File: src/rtl/dsr_pkg.sv
// Package for the dual-channel readout block.
// Holds the read-order type that the read port and its users share.
package dsr_pkg;
    typedef enum logic {
        PTR_FIRST  = 1'b0,
        PTR_SECOND = 1'b1
    } rd_ptr_e;
endpackage

File: src/rtl/dsr_conv_timer.sv
// Convert-start edge detector and conversion timer.
// Assumes conv_n is already synchronous to clk. Accepts a falling edge
// only while idle. Holds busy high for CONV_CYCLES cycles and pulses
// done in the last one.
module dsr_conv_timer #(
    parameter int CONV_CYCLES = 260
) (
    input  logic clk,
    input  logic rst_n,
    input  logic conv_n,
    output logic start_ok,
    output logic busy,
    output logic done
);
    localparam int CW = (CONV_CYCLES > 1) ? $clog2(CONV_CYCLES) : 1;

    logic          conv_q;
    logic [CW-1:0] cnt;

    // Accepted start: falling edge seen while no conversion runs
    assign start_ok = conv_q & ~conv_n & ~busy;
    assign done     = busy && (cnt == '0);

    // Remember the previous convert-start level for edge detection
    always_ff @(posedge clk) begin
        if (!rst_n) conv_q <= 1'b1;
        else        conv_q <= conv_n;
    end

    // Busy flag and down-counter over the conversion window
    always_ff @(posedge clk) begin
        if (!rst_n) begin
            busy <= 1'b0;
            cnt  <= '0;
        end else if (start_ok) begin
            busy <= 1'b1;
            cnt  <= CW'(CONV_CYCLES - 1);
        end else if (done) begin
            busy <= 1'b0;
        end else if (busy) begin
            cnt  <= cnt - 1'b1;
        end
    end
endmodule

File: src/rtl/dsr_sample_hold.sv
// Pair selection, sample hold and result latch.
// At an accepted start it captures the pair choice and the two raw codes
// of that pair. On done it codes both held values and stores them.
// Assumes raw codes are straight binary with midscale meaning zero.
module dsr_sample_hold #(
    parameter int DATA_W   = 14,
    parameter bit UNIPOLAR = 1'b0
) (
    input  logic              clk,
    input  logic              rst_n,
    input  logic              start_ok,
    input  logic              done,
    input  logic              pair_sel,
    input  logic [DATA_W-1:0] raw_a1,
    input  logic [DATA_W-1:0] raw_a2,
    input  logic [DATA_W-1:0] raw_b1,
    input  logic [DATA_W-1:0] raw_b2,
    output logic              sel_q,
    output logic [DATA_W-1:0] res1,
    output logic [DATA_W-1:0] res2
);
    logic [DATA_W-1:0] hold1, hold2;
    logic [DATA_W-1:0] code1, code2;

    // Output coding chosen by the range variant
    generate
        if (UNIPOLAR) begin : g_straight
            assign code1 = hold1;
            assign code2 = hold2;
        end else begin : g_twos
            assign code1 = {~hold1[DATA_W-1], hold1[DATA_W-2:0]};
            assign code2 = {~hold2[DATA_W-1], hold2[DATA_W-2:0]};
        end
    endgenerate

    // Freeze the pair choice and both sample values at conversion start
    always_ff @(posedge clk) begin
        if (!rst_n) begin
            sel_q <= 1'b0;
            hold1 <= '0;
            hold2 <= '0;
        end else if (start_ok) begin
            sel_q <= pair_sel;
            hold1 <= pair_sel ? raw_b1 : raw_a1;
            hold2 <= pair_sel ? raw_b2 : raw_a2;
        end
    end

    // Latch both coded results together at the end of conversion
    always_ff @(posedge clk) begin
        if (!rst_n) begin
            res1 <= '0;
            res2 <= '0;
        end else if (done) begin
            res1 <= code1;
            res2 <= code2;
        end
    end
endmodule

File: src/rtl/dsr_read_port.sv
// Parallel read port with a fixed result order.
// Drives data only during an active read (chip select and read low).
// Moves to the second result when a read ends and stays there.
// An accepted start returns it to the first result.
module dsr_read_port #(
    parameter int DATA_W = 14
) (
    input  logic              clk,
    input  logic              rst_n,
    input  logic              start_ok,
    input  logic              cs_n,
    input  logic              rd_n,
    input  logic [DATA_W-1:0] res1,
    input  logic [DATA_W-1:0] res2,
    output logic [DATA_W-1:0] dout,
    output logic              dout_en
);
    import dsr_pkg::*;

    rd_ptr_e ptr;
    logic    rd_act;
    logic    rd_q;

    assign rd_act  = ~cs_n & ~rd_n;
    assign dout_en = rd_act;

    // Select the result for the current read, zero when released
    always_comb begin
        if (!rd_act)               dout = '0;
        else if (ptr == PTR_FIRST) dout = res1;
        else                       dout = res2;
    end

    // Track the read strobe to find its trailing edge
    always_ff @(posedge clk) begin
        if (!rst_n) rd_q <= 1'b0;
        else        rd_q <= rd_act;
    end

    // Read order: reset on start, advance when a read ends
    always_ff @(posedge clk) begin
        if (!rst_n)               ptr <= PTR_FIRST;
        else if (start_ok)        ptr <= PTR_FIRST;
        else if (rd_q && !rd_act) ptr <= PTR_SECOND;
    end
endmodule

File: src/rtl/dual_sample_readout.sv
// Top of the dual-channel simultaneous-sampling readout block.
// Ties the conversion timer, the sample/result store and the read port
// together. All inputs are assumed synchronous to clk.
module dual_sample_readout #(
    parameter int DATA_W      = 14,
    parameter int CONV_CYCLES = 260,
    parameter bit UNIPOLAR    = 1'b0
) (
    input  logic              clk,
    input  logic              rst_n,
    input  logic              conv_n,
    input  logic              pair_sel,
    input  logic              cs_n,
    input  logic              rd_n,
    input  logic [DATA_W-1:0] raw_a1,
    input  logic [DATA_W-1:0] raw_a2,
    input  logic [DATA_W-1:0] raw_b1,
    input  logic [DATA_W-1:0] raw_b2,
    output logic              busy,
    output logic [DATA_W-1:0] dout,
    output logic              dout_en
);
    logic              start_ok;
    logic              done;
    logic              sel_q;
    logic [DATA_W-1:0] res1, res2;

    dsr_conv_timer #(.CONV_CYCLES(CONV_CYCLES)) u_timer (
        .clk(clk), .rst_n(rst_n), .conv_n(conv_n),
        .start_ok(start_ok), .busy(busy), .done(done)
    );

    dsr_sample_hold #(.DATA_W(DATA_W), .UNIPOLAR(UNIPOLAR)) u_store (
        .clk(clk), .rst_n(rst_n), .start_ok(start_ok), .done(done),
        .pair_sel(pair_sel), .raw_a1(raw_a1), .raw_a2(raw_a2),
        .raw_b1(raw_b1), .raw_b2(raw_b2), .sel_q(sel_q),
        .res1(res1), .res2(res2)
    );

    dsr_read_port #(.DATA_W(DATA_W)) u_port (
        .clk(clk), .rst_n(rst_n), .start_ok(start_ok), .cs_n(cs_n),
        .rd_n(rd_n), .res1(res1), .res2(res2), .dout(dout), .dout_en(dout_en)
    );
endmodule

File: config.mk
export PLATFORM = sky130hd
export DESIGN_NAME = dual_sample_readout
export DESIGN_NICKNAME = d
export VERILOG_FILES = /design/src/rtl/dsr_pkg.sv /design/src/rtl/dsr_conv_timer.sv /design/src/rtl/dsr_sample_hold.sv /design/src/rtl/dsr_read_port.sv /design/src/rtl/dual_sample_readout.sv
export SDC_FILE = /design/constraint.sdc
export NUM_CORES = 1
export LEC_CHECK = 0
export ABC_AREA = 1
export BUFFER_PORTS_ARGS = -buffer_cell sky130_fd_sc_hd__buf_2
export CORE_ASPECT_RATIO = 0.6
export CORE_MARGIN = 2
export CORE_UTILIZATION = 30
export CTS_CLUSTER_DIAMETER = 80
export DETAILED_ROUTE_END_ITERATION = 10
export PLACE_DENSITY = 0.55
export SLEW_MARGIN = 10
export SYNTH_ARGS = -nofsm -noshare
export SYNTH_HDL_FRONTEND = slang
export SYNTH_SLANG_ARGS = --single-unit
File: constraint.sdc
create_clock -name clk -period 1.59 [get_ports clk]
set_input_delay 0.0795 -clock clk [delete_from_list [all_inputs] [get_ports clk]]
set_output_delay 0.0795 -clock clk [all_outputs]
set_load 0.02 [all_outputs]
==> impl_metrics.yaml <==
outcome:
  run_status: "complete, no violations"
detailed_routing:
  drtIter0Drc: 115
  drcViolationCount: 0
  vias: 2905
  wl_um: 8091
  drtAntennaViolNets: 0
  firstDrtPassIters: 4
  via_per_inst: 4.685
  wire_per_inst_um: 13.05
global_route:
  grt_max_degree: 48
  first_global_vias: 2533
  antenna_found_initial: 0
  grt_remaining_overflow: 0
  grt_pass1_wl_um: 12570
  grt_usage_pct: 14.39
timing:
  finalMaxSlewViolations: 0
  period_needed_ns: 1.524
  clock_skew_ns: 0.005613
  finalSetupViolCount: 0
  holdWs_ns: 0.009913
  hold_viol: 0
  grt_setup_unrepaired: "true"
  setup_ws_ns: 0.06616
  finalSetupTns_ns: 0
  max_slew.worst_pin.slew_ns: 0.4948
  slew_headroom_pct: 66.97
  fmax_mhz: 656.2
  min_period_over_period_pct: 95.84
die:
  initial_core_util_pct: 31.26
  die_x_um: 135.9
  core_mm2: 0.01002
  num_rows: 28
  die_h_um: 83.14
  io_pins: 78
  dieArea_mm2: 0.01130
clock_network:
  cts.sinks: 69
  cts_buffer_depth: 2
  cts-root-buf: "clkbuf_16"
  cts_tree: "yes"
  cts.reportedPaths.clkPinSlew_ns: 0.06
  clk_latency_ns: 0.33
  post_cts_buffers: 0
  cts_max_level: 3
  cts_buffers: 9
logic_synthesis:
  synth.avg_cell_area_um2: 7.733
  async_reset_ff_share_pct: 0
  yosys.area.top_type: "dfxtp_1"
  synth_most_common_cell: "dfxtp_1"
  syn_area_mm2: 0.003132
  synthTopCellsByCount: "69 x dfxtp_1, 67 x a21oi_1, 57 x nand2_1, 57 x o21ai_0, 39 x nor2_1"
  synth_edf_count: 0
  ys_warn_count: 0
  syn-num-nets: 468
  yosysTopAreaCellShare_pct: 44.11
  synth-seq-cells: 69
  ys_seq_area_share_pct: 44.11
  synth_top_flop_cell: "dfxtp_1"
  yosysUniqueCellTypes: 24
  yosys-top-cells-area: "dfxtp_1 44%, a21oi_1 11%, o21ai_0 9.1%"
  syn-instance-count: 405
critical_path:
  end_kind: "register"
  path_common_cell: "nor2_1"
  ff2ff_setup_slack_ns: 0.07
  start_kind: "register"
  startpoint: "u_timer.cnt[1]"
  crit_family: "simple AND/OR/NAND/NOR gates"
  worst_path_max_delay_cell: "dfxtp_1"
  critPathMaxFanout: 14
  path_cells: "inv_1, ha_1, nand2_4, nor2_8, nand3_2, nor2_1, nor2_1"
  max_stage_delay_ns: 0.33
  cp.arrival_ns: 1.75
  critPathKind: "reg2reg"
  cp.buffers_inverters: 1
  required_ns: 1.81
  r2r-start: "u_timer.cnt[1]"
power:
  power_frac_seq_pct: 37.0
  p_int_mw: 3.897
  switching_share_pct: 26.05
  clkPwrFrac_pct: 46.0
  ir_drop_mv: 0.6590
  p_leak_nw: 1.892
  p_sw_mw: 1.372
  pwr-share-comb_pct: 17.0
  power_density_mw_per_mm2: 1291
place:
  place_congestion: 0.8442
  place_ws_ns: 0.09475
  placed_cells: 602
  post-dp-hpwl_um: 5773
  io_buffer_count: 77
cells_and_area:
  layout-drive-gt1-share_pct: 23.71
  num_antenna_cells: 0
  final_cells: 620
  area_growth_pct: 30.28
  final_core_util_pct: 40.72
  layout.nets: 543
  fill_cells: 1047
job:
  drv_cap: 0
min_path:
  hold_class: "in2reg"
  hold_start: "raw_a2[10]"
==> per-layer routing <==
metal / vias up / wire length (um) / GRT usage [%]
li1: 1525 / - / -
met1: 1280 / 4471 / 22.24
met2: 91 / 3004 / 18.04
met3: 9 / 508 / 4.762
met4: 0 / 106 / 4.830
met5: - / 0 / 0
==> registers in the layout, summed over array words and instances, names as in the netlist <==
| register | cells |
|---|---|
| u_port.ptr | 1 |
| u_store.res2 | 14 |
| u_store.hold2 | 14 |
| u_port.rd_q | 1 |
| u_timer.conv_q | 1 |
| u_store.hold1 | 14 |
| u_timer.busy | 1 |
| u_store.res1 | 14 |
| u_timer.cnt | 9 |
==> kinds of logic after synthesis <==
logic type,after synthesis,synth area share (%)
and+or+nand+nor,128,18.90
AOI/OAI and AO/OA,124,19.82
DFF,69,44.11
buffers and inverters,54,7.550
muxes,28,8.949
xor gates and xnor gates,1,0.2797
adders and majority gates,1,0.3995
==> final cells by class <==
class                           instances  area, um^2  area share (%)
Inverter                               27       101.3           2.484
Timing Repair Buffer                   90       535.5           13.12
Clock buffer                            9       225.2           5.520
Sequential cell                        69        1383           33.89
Tap cell                              135       168.9           4.140
Clock inverter                          7       137.6           3.373
Multi-Input combinational cell        283        1529           37.47
==> tightest hold or removal path: stages <==
cell	delay [ns]
buf_2	0.07
mux2i_1	0.05
a21oi_1	0.10
==> path summary, 6_finish.rpt <==
| check | endpoint | cells after the start |
|---|---|---|
| worst max-delay path | u_store.res2[7] | 7 |
| worst min-delay path | u_store.hold2[10] | 3 |
| worst max register to register | u_store.res2[7] | 7 |
| worst min register to register | u_store.res2[13] | 1 |
==> timing repair <==
action,in CTS,in global routing
endpoints found under the hold margin,1,0
setup endpoints to repair,0,20
resized for setup,0,2
hold buffers,1,0
==> power by group through the flow <==
stage / registers, mW / logic, mW / clock network, mW
6_report: 1.95 / 0.895 / 2.42
4_1_cts: 1.95 / 0.880 / 2.48
3_5_place_dp: 1.99 / 0.872 / 0
2_1_floorplan: 1.96 / 0.640 / 0
5_1_grt: 1.96 / 1.01 / 2.54
3_3_place_gp: 1.98 / 0.854 / 0
==> layout by cell type, fill, tap and decap left out, types with 2 or more instances in the layout <==
cell,synthesis,routed
inv_1,26,26
dfxtp_1,69,68
mux2i_1,28,28
nand2_1,57,57
bufinv_16,0,4
o21ai_0,57,57
buf_12,0,4
buf_4,2,8
clkbuf_16,0,9
nor2_1,39,39
clkinv_2,0,2
nand4_1,15,15
a21oi_1,67,67
nand3_1,8,8
buf_2,9,77
nand2_4,2,3
==> per-stage QoR <==
stage | power, mW | instance area, um^2
after floorplan | 2.603 | 3132
after global placement | 2.837 | 3691
final | 5.269 | 4080
after global routing | 5.521 | 4080
after detailed placement | 2.857 | 3691
after CTS | 5.311 | 4064
(Power assumes the default switching activity.)
